--- config.mk ---
export PLATFORM = sky130hd
export DESIGN_NAME = fpcsr_top
export DESIGN_NICKNAME = d
export VERILOG_FILES = /design/src/rtl/fpcsr_pkg.sv /design/src/rtl/fpcsr_ctrl.sv /design/src/rtl/fpcsr_flags.sv /design/src/rtl/fpcsr_trap.sv /design/src/rtl/fpcsr_rdport.sv /design/src/rtl/fpcsr_top.sv
export SDC_FILE = /design/constraint.sdc
export NUM_CORES = 1
export LEC_CHECK = 0
export BUFFER_PORTS_ARGS = -buffer_cell sky130_fd_sc_hd__buf_2
export CORE_UTILIZATION = 38
export DETAILED_ROUTE_END_ITERATION = 6
export GPL_TIMING_DRIVEN = 1
export PLACE_DENSITY = 0.88
export SYNTH_ARGS = -nofsm -noshare
export SYNTH_HDL_FRONTEND = slang
export SYNTH_SLANG_ARGS = --single-unit
export TNS_END_PERCENT = 5
--- constraint.sdc ---
create_clock -name clk -period 1.7 [get_ports clk]
set_input_delay 0.085 -clock clk [delete_from_list [all_inputs] [get_ports clk]]
set_output_delay 0.085 -clock clk [all_outputs]
set_load 0.02 [all_outputs]
--- src/rtl/fpcsr_pkg.sv ---
package fpcsr_pkg;
  localparam int NUM_FLAGS = 5;
  localparam int NUM_TRAPS = 2;
  localparam int RM_W      = 2;

  typedef enum logic [RM_W-1:0] {
    RND_ZERO    = 2'b00,
    RND_NEAREST = 2'b01,
    RND_POS_INF = 2'b10,
    RND_NEG_INF = 2'b11
  } rnd_t;

  localparam int FLG_INVALID  = 0;
  localparam int FLG_DIVZERO  = 1;
  localparam int FLG_OVERFLOW = 2;
  localparam int FLG_UNDERFL  = 3;
  localparam int FLG_INEXACT  = 4;
endpackage

--- src/rtl/fpcsr_ctrl.sv ---
module fpcsr_ctrl
  import fpcsr_pkg::*;
#(
  parameter int ADDR_W    = 12,
  parameter int DATA_W    = 32,
  parameter int RM_LSB    = 8,
  parameter logic [ADDR_W-1:0] CTRL_ADDR = 12'h300
) (
  input  logic                 clk,
  input  logic                 rst,
  input  logic                 wr_en,
  input  logic [ADDR_W-1:0]    addr,
  input  logic [NUM_TRAPS-1:0] wr_en_bits,
  input  logic [RM_W-1:0]      wr_rm,
  output logic [NUM_TRAPS-1:0] trap_en,
  output logic [RM_W-1:0]      rnd_mode,
  output logic [DATA_W-1:0]    ctrl_word
);
  logic ctrl_hit;
  logic [NUM_TRAPS-1:0] en_q;
  logic [RM_W-1:0] rm_q;

  assign ctrl_hit = wr_en && (addr == CTRL_ADDR);

  always_ff @(posedge clk) begin
    if (rst) begin
      en_q <= '0;
      rm_q <= RND_NEAREST;
    end else if (ctrl_hit) begin
      en_q <= wr_en_bits;
      rm_q <= wr_rm;
    end
  end

  always_comb begin
    ctrl_word = '0;
    ctrl_word[NUM_TRAPS-1:0] = en_q;
    ctrl_word[RM_LSB +: RM_W] = rm_q;
  end

  assign trap_en  = en_q;
  assign rnd_mode = rm_q;

  logic chk_en;
  always_ff @(posedge clk) begin
    if (rst) chk_en <= 1'b0;
    else     chk_en <= 1'b1;
  end

  // the rounding field moves only on a control write
  assert_rm_hold_R2: assert property (@(posedge clk) disable iff (rst)
    (chk_en && !ctrl_hit) |=> $stable(rnd_mode));
  // the trap enables move only on a control write
  assert_en_hold_R2: assert property (@(posedge clk) disable iff (rst)
    (chk_en && !ctrl_hit) |=> $stable(trap_en));
endmodule

--- src/rtl/fpcsr_flags.sv ---
module fpcsr_flags
  import fpcsr_pkg::*;
#(
  parameter int ADDR_W = 12,
  parameter int DATA_W = 32,
  parameter int WE_BIT = 31,
  parameter logic [ADDR_W-1:0] STAT_ADDR = 12'h301
) (
  input  logic                 clk,
  input  logic                 rst,
  input  logic                 wr_en,
  input  logic [ADDR_W-1:0]    addr,
  input  logic                 wr_qual,
  input  logic [NUM_FLAGS-1:0] wr_flags,
  input  logic [NUM_FLAGS-1:0] evt,
  input  logic [NUM_TRAPS-1:0] trap_en,
  output logic [DATA_W-1:0]    stat_word
);
  logic [NUM_FLAGS-1:0] flags_q, rec_mask, base;
  logic stat_hit, load;

  assign stat_hit = wr_en && (addr == STAT_ADDR);
  assign load     = stat_hit && wr_qual;

  // trap-enabled exceptions are routed to the trap, not recorded
  generate
    for (genvar i = 0; i < NUM_FLAGS; i++) begin : g_mask
      if (i < NUM_TRAPS) begin : g_trapable
        assign rec_mask[i] = ~trap_en[i];
      end else begin : g_plain
        assign rec_mask[i] = 1'b1;
      end
    end
  endgenerate

  assign base = load ? wr_flags : flags_q;

  always_ff @(posedge clk) begin
    if (rst) flags_q <= '0;
    else     flags_q <= base | (evt & rec_mask);
  end

  assign stat_word = DATA_W'(flags_q);

  logic chk_en;
  always_ff @(posedge clk) begin
    if (rst) chk_en <= 1'b0;
    else     chk_en <= 1'b1;
  end

  // without a qualified write no flag ever drops
  assert_flags_sticky_R6: assert property (@(posedge clk) disable iff (rst)
    (chk_en && !load) |=> ((flags_q & $past(flags_q)) == $past(flags_q)));
  // unqualified status write with no events changes nothing
  assert_unqualified_write_R4: assert property (@(posedge clk) disable iff (rst)
    (chk_en && stat_hit && !wr_qual && evt == '0) |=> $stable(flags_q));
  // an enabled invalid event does not record its flag
  assert_enabled_inv_unrecorded_R8: assert property (@(posedge clk) disable iff (rst)
    (chk_en && !load && trap_en[FLG_INVALID]) |=> $stable(flags_q[FLG_INVALID]));
  // write then OR of events lands in the same edge
  assert_write_event_merge_R7: assert property (@(posedge clk) disable iff (rst)
    (chk_en && load && trap_en == '0) |=> (flags_q == ($past(wr_flags) | $past(evt))));
endmodule

--- src/rtl/fpcsr_trap.sv ---
module fpcsr_trap
  import fpcsr_pkg::*;
(
  input  logic                 clk,
  input  logic                 rst,
  input  logic [NUM_TRAPS-1:0] evt,
  input  logic [NUM_TRAPS-1:0] trap_en,
  output logic                 trap_req
);
  logic [NUM_TRAPS-1:0] cause;

  generate
    for (genvar i = 0; i < NUM_TRAPS; i++) begin : g_cause
      assign cause[i] = evt[i] & trap_en[i];
    end
  endgenerate

  always_ff @(posedge clk) begin
    if (rst) trap_req <= 1'b0;
    else     trap_req <= |cause;
  end
endmodule

--- src/rtl/fpcsr_rdport.sv ---
module fpcsr_rdport #(
  parameter int ADDR_W = 12,
  parameter int DATA_W = 32,
  parameter logic [ADDR_W-1:0] CTRL_ADDR = 12'h300,
  parameter logic [ADDR_W-1:0] STAT_ADDR = 12'h301
) (
  input  logic              clk,
  input  logic              rst,
  input  logic              rd_en,
  input  logic [ADDR_W-1:0] addr,
  input  logic [DATA_W-1:0] ctrl_word,
  input  logic [DATA_W-1:0] stat_word,
  output logic [DATA_W-1:0] rdata
);
  logic [DATA_W-1:0] sel;

  always_comb begin
    sel = '0;
    if (rd_en) begin
      if (addr == CTRL_ADDR)      sel = ctrl_word;
      else if (addr == STAT_ADDR) sel = stat_word;
    end
  end

  always_ff @(posedge clk) begin
    if (rst) rdata <= '0;
    else     rdata <= sel;
  end

  logic chk_en;
  always_ff @(posedge clk) begin
    if (rst) chk_en <= 1'b0;
    else     chk_en <= 1'b1;
  end

  // idle bus gives zero read data
  assert_idle_rdata_zero_R10: assert property (@(posedge clk) disable iff (rst)
    (chk_en && !rd_en) |=> (rdata == '0));
  // the write-qualifier position never reads back as one
  assert_qual_bit_zero_R5: assert property (@(posedge clk) disable iff (rst)
    chk_en |-> !rdata[DATA_W-1]);
endmodule

--- src/rtl/fpcsr_top.sv ---
module fpcsr_top
  import fpcsr_pkg::*;
#(
  parameter int ADDR_W = 12,
  parameter int DATA_W = 32,
  parameter int WE_BIT = 31,
  parameter int RM_LSB = 8,
  parameter logic [ADDR_W-1:0] CTRL_ADDR = 12'h300,
  parameter logic [ADDR_W-1:0] STAT_ADDR = 12'h301
) (
  input  logic              clk,
  input  logic              rst,
  input  logic              bus_wr_en,
  input  logic              bus_rd_en,
  input  logic [ADDR_W-1:0] bus_addr,
  input  logic [DATA_W-1:0] bus_wdata,
  output logic [DATA_W-1:0] bus_rdata,
  input  logic [NUM_FLAGS-1:0] fp_evt,
  output logic [RM_W-1:0]   rnd_mode,
  output logic              trap_req
);
  logic [NUM_TRAPS-1:0] trap_en;
  logic [DATA_W-1:0]    ctrl_word, stat_word;

  fpcsr_ctrl #(
    .ADDR_W(ADDR_W), .DATA_W(DATA_W), .RM_LSB(RM_LSB), .CTRL_ADDR(CTRL_ADDR)
  ) u_ctrl (
    .clk(clk), .rst(rst), .wr_en(bus_wr_en), .addr(bus_addr),
    .wr_en_bits(bus_wdata[NUM_TRAPS-1:0]), .wr_rm(bus_wdata[RM_LSB +: RM_W]),
    .trap_en(trap_en), .rnd_mode(rnd_mode), .ctrl_word(ctrl_word)
  );

  fpcsr_flags #(
    .ADDR_W(ADDR_W), .DATA_W(DATA_W), .WE_BIT(WE_BIT), .STAT_ADDR(STAT_ADDR)
  ) u_flags (
    .clk(clk), .rst(rst), .wr_en(bus_wr_en), .addr(bus_addr),
    .wr_qual(bus_wdata[WE_BIT]), .wr_flags(bus_wdata[NUM_FLAGS-1:0]),
    .evt(fp_evt), .trap_en(trap_en), .stat_word(stat_word)
  );

  fpcsr_trap u_trap (
    .clk(clk), .rst(rst), .evt(fp_evt[NUM_TRAPS-1:0]), .trap_en(trap_en),
    .trap_req(trap_req)
  );

  fpcsr_rdport #(
    .ADDR_W(ADDR_W), .DATA_W(DATA_W), .CTRL_ADDR(CTRL_ADDR), .STAT_ADDR(STAT_ADDR)
  ) u_rd (
    .clk(clk), .rst(rst), .rd_en(bus_rd_en), .addr(bus_addr),
    .ctrl_word(ctrl_word), .stat_word(stat_word), .rdata(bus_rdata)
  );

  logic chk_en;
  always_ff @(posedge clk) begin
    if (rst) chk_en <= 1'b0;
    else     chk_en <= 1'b1;
  end

  // non-trapping exceptions alone never request a trap
  assert_no_trap_on_plain_R9: assert property (@(posedge clk) disable iff (rst)
    (chk_en && fp_evt[NUM_TRAPS-1:0] == '0) |=> !trap_req);
  // trap request never lasts two cycles without a fresh trapping event
  assert_trap_pulse_R8: assert property (@(posedge clk) disable iff (rst)
    (chk_en && trap_req && fp_evt[NUM_TRAPS-1:0] == '0) |=> !trap_req);
endmodule

# After elaboration in Yosys (flattened, before gate mapping)
# Index checks and enable logic that the tools add are counted.
totals:
  regBits: 42
  input_bits: 53
  output_inout_bits: 35
  wordCells: 27
op_classes:
  eq_ne: 2
  mux: 3
  bitwise_logic: 8
  reduce_logical: 7
op_table:
  columns: ["operator", "n"]
  rows:
  - ["12-bit by 10-bit equality test with 1-bit output, second input constant", 2]
  - ["10-bit two-way mux", 1]
  - ["5-bit two-way mux", 2]
  - ["5-bit AND", 1]
  - ["5-bit OR", 1]
  - ["1-bit inverter", 4]
  - ["2-bit OR reduction", 2]
  - ["4-bit OR reduction", 1]
  - ["1-bit logical AND", 3]
  - ["3-bit OR reduction", 1]
  - ["1-bit AND", 2]

# Depth between registers and ports, before layout
# Gate-level depths: netlist of the first run.
logic_depth:
  ltp_word: 5
  depth_mapped: 4
  depth_no_buf: 4

# Hierarchy
# From an unflattened synthesis of the first run, not the netlist that was laid out.
unflattened:
  hier_cells: 222
  hier_area_um2: 2184.6
modules_own_cells:
  columns: ["mod", "n_inst", "cells_each", "area_per_inst_um2", "seq_area_each_um2"]
  rows:
  - ["fpcsr_rdport", 1, 108, 1186.1, 640.6]
  - ["fpcsr_flags", 1, 56, 510.5, 100.1]
  - ["fpcsr_ctrl", 1, 55, 456.7, 80.1]
  - ["fpcsr_trap", 1, 3, 31.3, 20.0]

# Worst setup path before layout of the first run
# OpenSTA, ideal clock, no wires.
synth_timing:
  kind: "input to register"
  start: "input bus_addr[2]"
  end: "register u_rd.rdata[0]"
  setup_time_ns: 0.059
  t_arrival_ns: 0.992
  required_ns: 1.641
  path_slack_ns: 0.649
  path_stages: 3
  path_buffers: 0
  cell_sequence: "or4b_4 -> nor4_4 -> a22o_1"
synth_between:
  elab_chain_len: 3
  word_cells_on_any_way: 4
  classes_between: "2 x eq/ne; 2 x mux"
synth_rtl:
  columns: ["element", "line_no", "source"]
  rows:
  - ["start: declaration", "fpcsr_top.sv:15", "input logic [ADDR_W-1:0] bus_addr,"]
  - ["12-bit by 10-bit equality test with 1-bit output", "fpcsr_rdport.sv:21", "else if (addr == STAT_ADDR) sel = stat_word;"]
  - ["5-bit two-way mux", "fpcsr_rdport.sv:21", null]
  - ["10-bit two-way mux (*)", "fpcsr_rdport.sv:20", "if (addr == CTRL_ADDR) sel = ctrl_word;"]
  - ["end signal: assignment", "fpcsr_rdport.sv:27", "else rdata <= sel;"]
  - ["end: declaration", "fpcsr_rdport.sv:13", "output logic [DATA_W-1:0] rdata"]
# Mark *: on every way between the ends. The rest lies on a longest branch, timed or not.
# A chain may end at the register's enable or synchronous reset.

# Worst setup path after layout of the first run
layout_timing:
  start: "input bus_addr[3]"
  end: "register u_flags.flags_q[3]"
layout_between:
  elab_chain_len: 5
layout_rtl:
  columns: ["element", "line_no", "source"]
  rows:
  - ["12-bit by 10-bit equality test with 1-bit output", "fpcsr_flags.sv:22", "assign stat_hit = wr_en && (addr == STAT_ADDR);"]
  - ["1-bit logical AND", "fpcsr_flags.sv:22", null]
  - ["1-bit logical AND", "fpcsr_flags.sv:23", "assign load = stat_hit && wr_qual;"]
  - ["5-bit two-way mux", "fpcsr_flags.sv:36", "assign base = load ? wr_flags : flags_q;"]
  - ["5-bit OR", "fpcsr_flags.sv:40", "else flags_q <= base | (evt & rec_mask);"]
  - ["end signal: assignment", "fpcsr_flags.sv:40", null]
  - ["end: declaration", "fpcsr_flags.sv:19", "logic [NUM_FLAGS-1:0] flags_q, rec_mask, base;"]
# Every way passes these cells.

==> impl_metrics.csv, run 1 <==
group,metric,value,unit
routing,viasPerCell,4.37,
grt,gr-usage-all-layers,0.129,
worst_hold_path,hold-path-cell-count,3,
final_layout,layout-drive-gt1-share,0.380,
synthesis,synth-seq-cells,17,
grt,globalRoute.totalOverflow,0,
setup_path,rrSetupSlack,1.01,ns
synthesis,yosysUniqueCellTypes,21,
clock_tree,ctsHoldBuffers,0,
die,start_util,0.403,
sta,fmax,0.976,GHz
grt,grt_pass1_vias,580,
die,fp.dieW,50.7,um
clock_tree,cts.sinks,17,
die,die_h,50.7,um
power_and_ir_drop,irDropWorstVdd,0.000302,V
sta,rsz0062_at_grt,"no",
final_layout,fillCellCount,223,
clock_tree,tritoncts,"yes",
routing,vias,686,
synthesis,seq_area_frac_synth,0.378,
die,placementRows,17,
synthesis,synth_top_area_share,0.378,
clock_tree,cts_root_buf,"clkbuf_4",
clock_tree,clkTransAtPathRegs,0.09,ns
synthesis,synthCells,91,
clock_tree,htreeDepth,1,
setup_path,reg2reg_from,"u_flags.flags_q[3]",
sta,tns,0,ns
run,cap_violations,0,
setup_path,r2r.worst_path.cells,2,
placed_design,gp_congestion,0.636,
setup_path,worstSetupEndpointType,"flop",
routing,routedWlPerCell,10.2,um
final_layout,nets,183,
worst_hold_path,hp-start,"fp_evt[2]",
clock_tree,cts_setup_buffers,0,
final_layout,n_antenna_cell,0,
setup_path,crit_required,1.87,ns
die,core_area,2230,um^2
placed_design,post-dp-hpwl,1.33,mm
worst_hold_path,hold_end,"u_flags.flags_q[2]",
placed_design,io_buffers,38,
synthesis,synthTopCellsByArea,"dfxtp_1 (38%), buf_4 (23%), mux2i_1 (8.9%), nor4_4 (7.1%), and2_1 (3.5%)",
grt,antenna_found_initial,0,
sta,period_minus_slack,1.02,ns
clock_tree,numCtsBuffers,3,
sta,hold_viol,0,
routing,drt-initial-drc-count,5,
grt,grt_max_degree,13,
clock_tree,insertion_delay,0.28,ns
synthesis,syn_area,901,um^2
clock_tree,cts_resized,0,
clock_tree,clock_path_buffers,2,
sta,finalSetupViolCount,0,
setup_path,r2r_end,"u_flags.flags_q[3]",
die,io_pins,88,
grt,grt_pass1_wl,2.47,mm
power_and_ir_drop,power_density,704,nW/um^2
die,die_area,2570,um^2
worst_hold_path,hold_class,"in -> reg",
synthesis,post-synth-top-area-cell,"dfxtp_1",
sta,skew,0.00380,ns
routing,antenna_left,0,
placed_design,pre_cts_ws,0.377,ns
final_layout,synthToLayoutAreaGrowth,15.1,%
outcome,status,"finished clean",
setup_path,cp_max_fo,5,
setup_path,crit_type,"in -> reg",
synthesis,yosys_warnings,0,
routing,firstDrtPassIters,4,
setup_path,startpoint_type,"primary input",
power_and_ir_drop,p_leak,0.585,nW
routing,drc,0,
routing,drt-total-wl,1.60,mm
sta,slew_violations,0,
synthesis,avgSynthCellArea,9.90,um^2
sta,layout_setup_ws,0.676,ns
setup_path,worstPathArrival,1.19,ns
sta,finalCritPeriodShare,0.602,
[logic make-up after synthesis]
group                  count (synthesis)  share of synthesized area
other                                  1                    0.00416
flip-flops                            17                      0.378
AO/OA/AOI/OAI                          9                     0.0611
multiplexers                           8                     0.0889
AND/OR/NAND/NOR                       24                      0.222
buffers and inverters                 32                      0.246
[worst max-delay path by stage]
stage / startpoint / end / slack [ns] / cells past startpoint
3_5_place_dp: bus_addr[7] / u_flags.flags_q[3] / 0.38 / 5
2_1_floorplan: bus_addr[2] / u_rd.rdata[0] / 0.65 / 3
6_report: bus_addr[3] / u_flags.flags_q[3] / 0.68 / 5
5_1_grt: bus_addr[7] / u_ctrl.rnd_mode[0] / 0.58 / 5
4_1_cts: rst / u_rd.rdata[1] / 0.68 / 4
3_3_place_gp: rst / u_rd.rdata[0] / 0.42 / 4
[registers in the layout (all words and copies together) (netlist names)]
register / count
u_ctrl.rnd_mode: 2
u_rd.rdata: 7
u_flags.flags_q: 5
u_trap.trap_req: 1
u_ctrl.trap_en: 2
[power breakdown]
part | switching [mW] | internal (mW)
clock network | 0.117 | 0.0872
logic | 0.0814 | 0.0349
registers | 0.00371 | 0.406
total | 0.202 | 0.528
[through the flow]
step	hold slack, ns	std cells	cell area [um^2]	util	power, mW
final	0.0275	157	1040	0.464	0.730
after CTS	0.0277	157	1040	0.464	0.734
after floorplan	0.214	115	991	-	0.534
after detailed placement	0.330	153	1010	0.452	0.535
after global routing	0.0367	157	1040	0.464	0.762
after global placement	0.321	153	1010	0.452	0.530
[layer usage]
layer / track usage / vias up / part of all wire
li1: - / 327 / -
met1: 0.127 / 304 / 0.38
met2: 0.240 / 53 / 0.47
met3: 0.0545 / 2 / 0.15
met4: 0.0417 / 0 / 0.0050
met5: 0 / - / 0
[layout make-up]
type / count / area [um^2] / area share
multi-input combinational: 66 / 429 / 0.414
sequential: 17 / 340 / 0.328
timing repair buffer: 38 / 190 / 0.183
tap: 28 / 35.0 / 0.0338
clock buffer: 3 / 22.5 / 0.0217
inverter: 4 / 15.0 / 0.0145
clock inverter: 1 / 5.00 / 0.00483
[synth_stat cells]
cell type and number:
dfxtp_1 17, a22oi_1 1, nor4_4 3, mux2i_1 8, nand2b_1 2, and2_1 5, inv_1 4, and4bb_2 1
or4b_4 1, nand4_2 1, a22o_1 2, nor2b_1 1, nand4_1 1, a21oi_1 6, and3_1 1, clkbuf_1 1
nor2_1 5, buf_4 27, nand2_2 1, nor3_1 2, conb_1 1
[cell usage in the layout (no fill, tap or decap), types with 2 or more instances in the layout]
cell	instances
nand2b_1	2
and2_1	5
nor3_1	2
mux2i_1	8
dfxtp_1	17
clkbuf_4	3
a21oi_1	6
nor2_1	5
conb_1	25
inv_1	4
buf_2	38
nor4_4	3
a22o_1	2
[worst max-delay path: stages]
cell and delay [ns]:
buf_2 0.14, nor3_1 0.32, nand4_2 0.29, mux2i_1 0.26, a21oi_1 0.10
Power figures use the tool's default switching activity.
==> inputs of run 2 (changes only) <==
--- a/config.mk
+++ b/config.mk
@@ -6,10 +6,10 @@
 export NUM_CORES = 1
 export LEC_CHECK = 0
 export BUFFER_PORTS_ARGS = -buffer_cell sky130_fd_sc_hd__buf_2
-export CORE_UTILIZATION = 38
+export CORE_UTILIZATION = 32
 export DETAILED_ROUTE_END_ITERATION = 6
 export GPL_TIMING_DRIVEN = 1
-export PLACE_DENSITY = 0.88
+export PLACE_DENSITY = 0.79
 export SYNTH_ARGS = -nofsm -noshare
 export SYNTH_HDL_FRONTEND = slang
 export SYNTH_SLANG_ARGS = --single-unit
==> constraint.sdc (replaced) <==
create_clock -name clk -period 0.93 [get_ports clk]
set_input_delay 0.0465 -clock clk [delete_from_list [all_inputs] [get_ports clk]]
set_output_delay 0.0465 -clock clk [all_outputs]
set_load 0.02 [all_outputs]
==> run 2 against run 1 <==
  * First-iteration DRC count fell by 40%
  * Non-clock buffer count is 8 higher
  * Worst setup slack worse by 0.66 ns
  * Worst hold slack worse by 0.018 ns
  * Sequential cell count unchanged
  * Sequential share of layout area is 2.3 points lower
  * Cell count up 6.4%
  * Combinational power up 100%
  * Sequential power rose by 83%
  * Total power increased by 87%
  * Critical path type unchanged
  * Highest routed layer unchanged
==> impl_metrics.csv, run 2 (same netlist as run 1, synthesis figures left out) <==
group,metric,value,unit
routing,viasPerCell,4.12,
die,io_pins,88,
setup_path,cp_cell_sequence,"buf_2, or4b_4, nor4_4, and2_1",
final_layout,largest_reg_flops,7,
final_layout,nets,191,
grt,globalRoute.totalOverflow,0,
power_and_ir_drop,irDropWorstVdd,0.000605,V
power_and_ir_drop,p_leak,0.622,nW
clock_tree,clkTransAtPathRegs,0.10,ns
setup_path,crit_type,"in -> reg",
final_layout,fillCellCount,258,
die,placementRows,18,
final_layout,n_antenna_cell,0,
sta,rsz0062_at_grt,"yes",
final_layout,utilization,0.435,
sta,period_minus_slack,0.910,ns
setup_path,slowest_delay,0.57,ns
die,die_h,55.1,um
placed_design,io_buffers,38,
worst_hold_path,hp-start,"bus_wdata[1]",
setup_path,slowest_stage,"or4b_4",
routing,firstDrtPassIters,2,
routing,drt-total-wl,1.66,mm
final_layout,reg.largest.list,"u_rd.rdata x7, u_flags.flags_q x5",
placed_design,gp_congestion,0.724,
worst_hold_path,hold_class,"in -> reg",
clock_tree,cts_root_buf,"clkbuf_4",
die,core_area,2570,um^2
final_layout,regArea,340,um^2
clock_tree,numCtsBuffers,3,
grt,grt_pass1_vias,585,
sta,hold_viol,0,
final_layout,mostFrequentLayoutCells,"buf_2 (37), conb_1 (25), dfxtp_1 (17), mux2i_1 (8), a21oi_1 (6)",
die,fp.dieW,55.1,um
setup_path,critPathLaunch,"bus_addr[2]",
sta,skew,0.00513,ns
routing,routedWlPerCell,9.92,um
die,die_area,3030,um^2
grt,grt_max_degree,12,
setup_path,critPathBufInv,1,
placed_design,placed_cells,159,
routing,vias,688,
final_layout,regMostFlops,"u_rd.rdata",
sta,slew_violations,0,
setup_path,crit_required,1.17,ns
setup_path,reg2reg_from,"u_ctrl.trap_en[1]",
routing,drt-initial-drc-count,3,
power_and_ir_drop,power_density,1220,nW/um^2
routing,antenna_left,0,
clock_tree,clock_path_buffers,2,
setup_path,crit_family,"simple AND/OR/NAND/NOR gates",
grt,gr-usage-all-layers,0.107,
final_layout,instances_no_fill,167,
final_layout,multi_input_comb_area,429,um^2
setup_path,cp_max_fo,5,
final_layout,final_common_cell,"buf_2",
clock_tree,tritoncts,"yes",
clock_tree,htreeDepth,1,
routing,drc,0,
sta,finalSetupViolCount,0,
final_layout,layout-drive-gt1-share,0.387,
placed_design,post-dp-hpwl,1.35,mm
setup_path,worstPathArrival,1.15,ns
sta,fmax,1.10,GHz
clock_tree,cts.sinks,17,
outcome,status,"finished clean",
die,start_util,0.351,
final_layout,synthToLayoutAreaGrowth,23.9,%
grt,grt_pass1_wl,2.24,mm
sta,finalCritPeriodShare,0.978,
run,cap_violations,0,
setup_path,worstSetupEndpointType,"flop",
clock_tree,insertion_delay,0.28,ns
grt,antenna_found_initial,0,
setup_path,startpoint_type,"primary input",
==> run 2: changes by cell type in the layout (fill, tap and decap cells not counted) <==
| cell | delta |
|---|---|
| buf_2 | -1 |
| dlygate4sd3_1 | +4 |
| buf_6 | +1 |
| buf_4 | +4 |
==> run 2: metrics by stage <==
step | worst slack (ns) | area, um^2 | hold slack [ns] | TNS [ns] | power [mW]
floorplan | -0.0828 | 991 | 0.176 | -1.08 | 0.976
finish | 0.0203 | 1120 | 0.00945 | 0 | 1.36
CTS | 0.0243 | 1110 | 0.00440 | 0 | 1.38
global placement | -0.260 | 1040 | 0.278 | -3.68 | 0.980
detailed placement | -0.296 | 1040 | 0.299 | -4.17 | 0.987
global route | -0.0135 | 1120 | 0.0234 | -0.0260 | 1.44
==> run 2: where the power goes <==
part / internal (mW) / switching, mW
sequential: 0.743 / 0.00719
combinational: 0.0853 / 0.151
clock: 0.160 / 0.218
==> run 2: layer usage <==
layer  up-vias  routed length, um  share of wire  GRT usage
met5         -                  0              0          0
met4         0                  9         0.0054     0.0750
met3         2                240           0.14     0.0437
met2        46                761           0.46      0.201
met1       294                645           0.39     0.0902
li1        346                  -              -          -
==> run 2: path summary, 6_finish.rpt <==
path | to | slack [ns] | cells past startpoint
max | u_rd.rdata[2] | 0.02 | 4
min | u_ctrl.trap_en[1] | 0.009 | 3
max reg2reg | u_trap.trap_req | 0.25 | 2
min reg2reg | u_rd.rdata[2] | 0.48 | 1
==> run 2: cell type report <==
type | count | area share
well taps | 30 | 0.0336
inverters | 4 | 0.0135
clock inverters | 1 | 0.00448
multi-input cells | 66 | 0.385
repair buffers | 46 | 0.239
flip-flops and latches | 17 | 0.305
clock buffers | 3 | 0.0202
==> run 2: tightest hold or removal path: stages <==
cell	delay, ns
buf_2	0.09
mux2i_1	0.06
nor2_1	0.07
==> run 2: timing repair <==
| action | in CTS | in global routing |
|---|---|---|
| resized for setup | 0 | 1 |
| setup endpoints to repair | 0 | 10 |
| hold endpoints to repair | 4 | 0 |
| setup buffers | 0 | 0 |
| hold buffers | 4 | 0 |
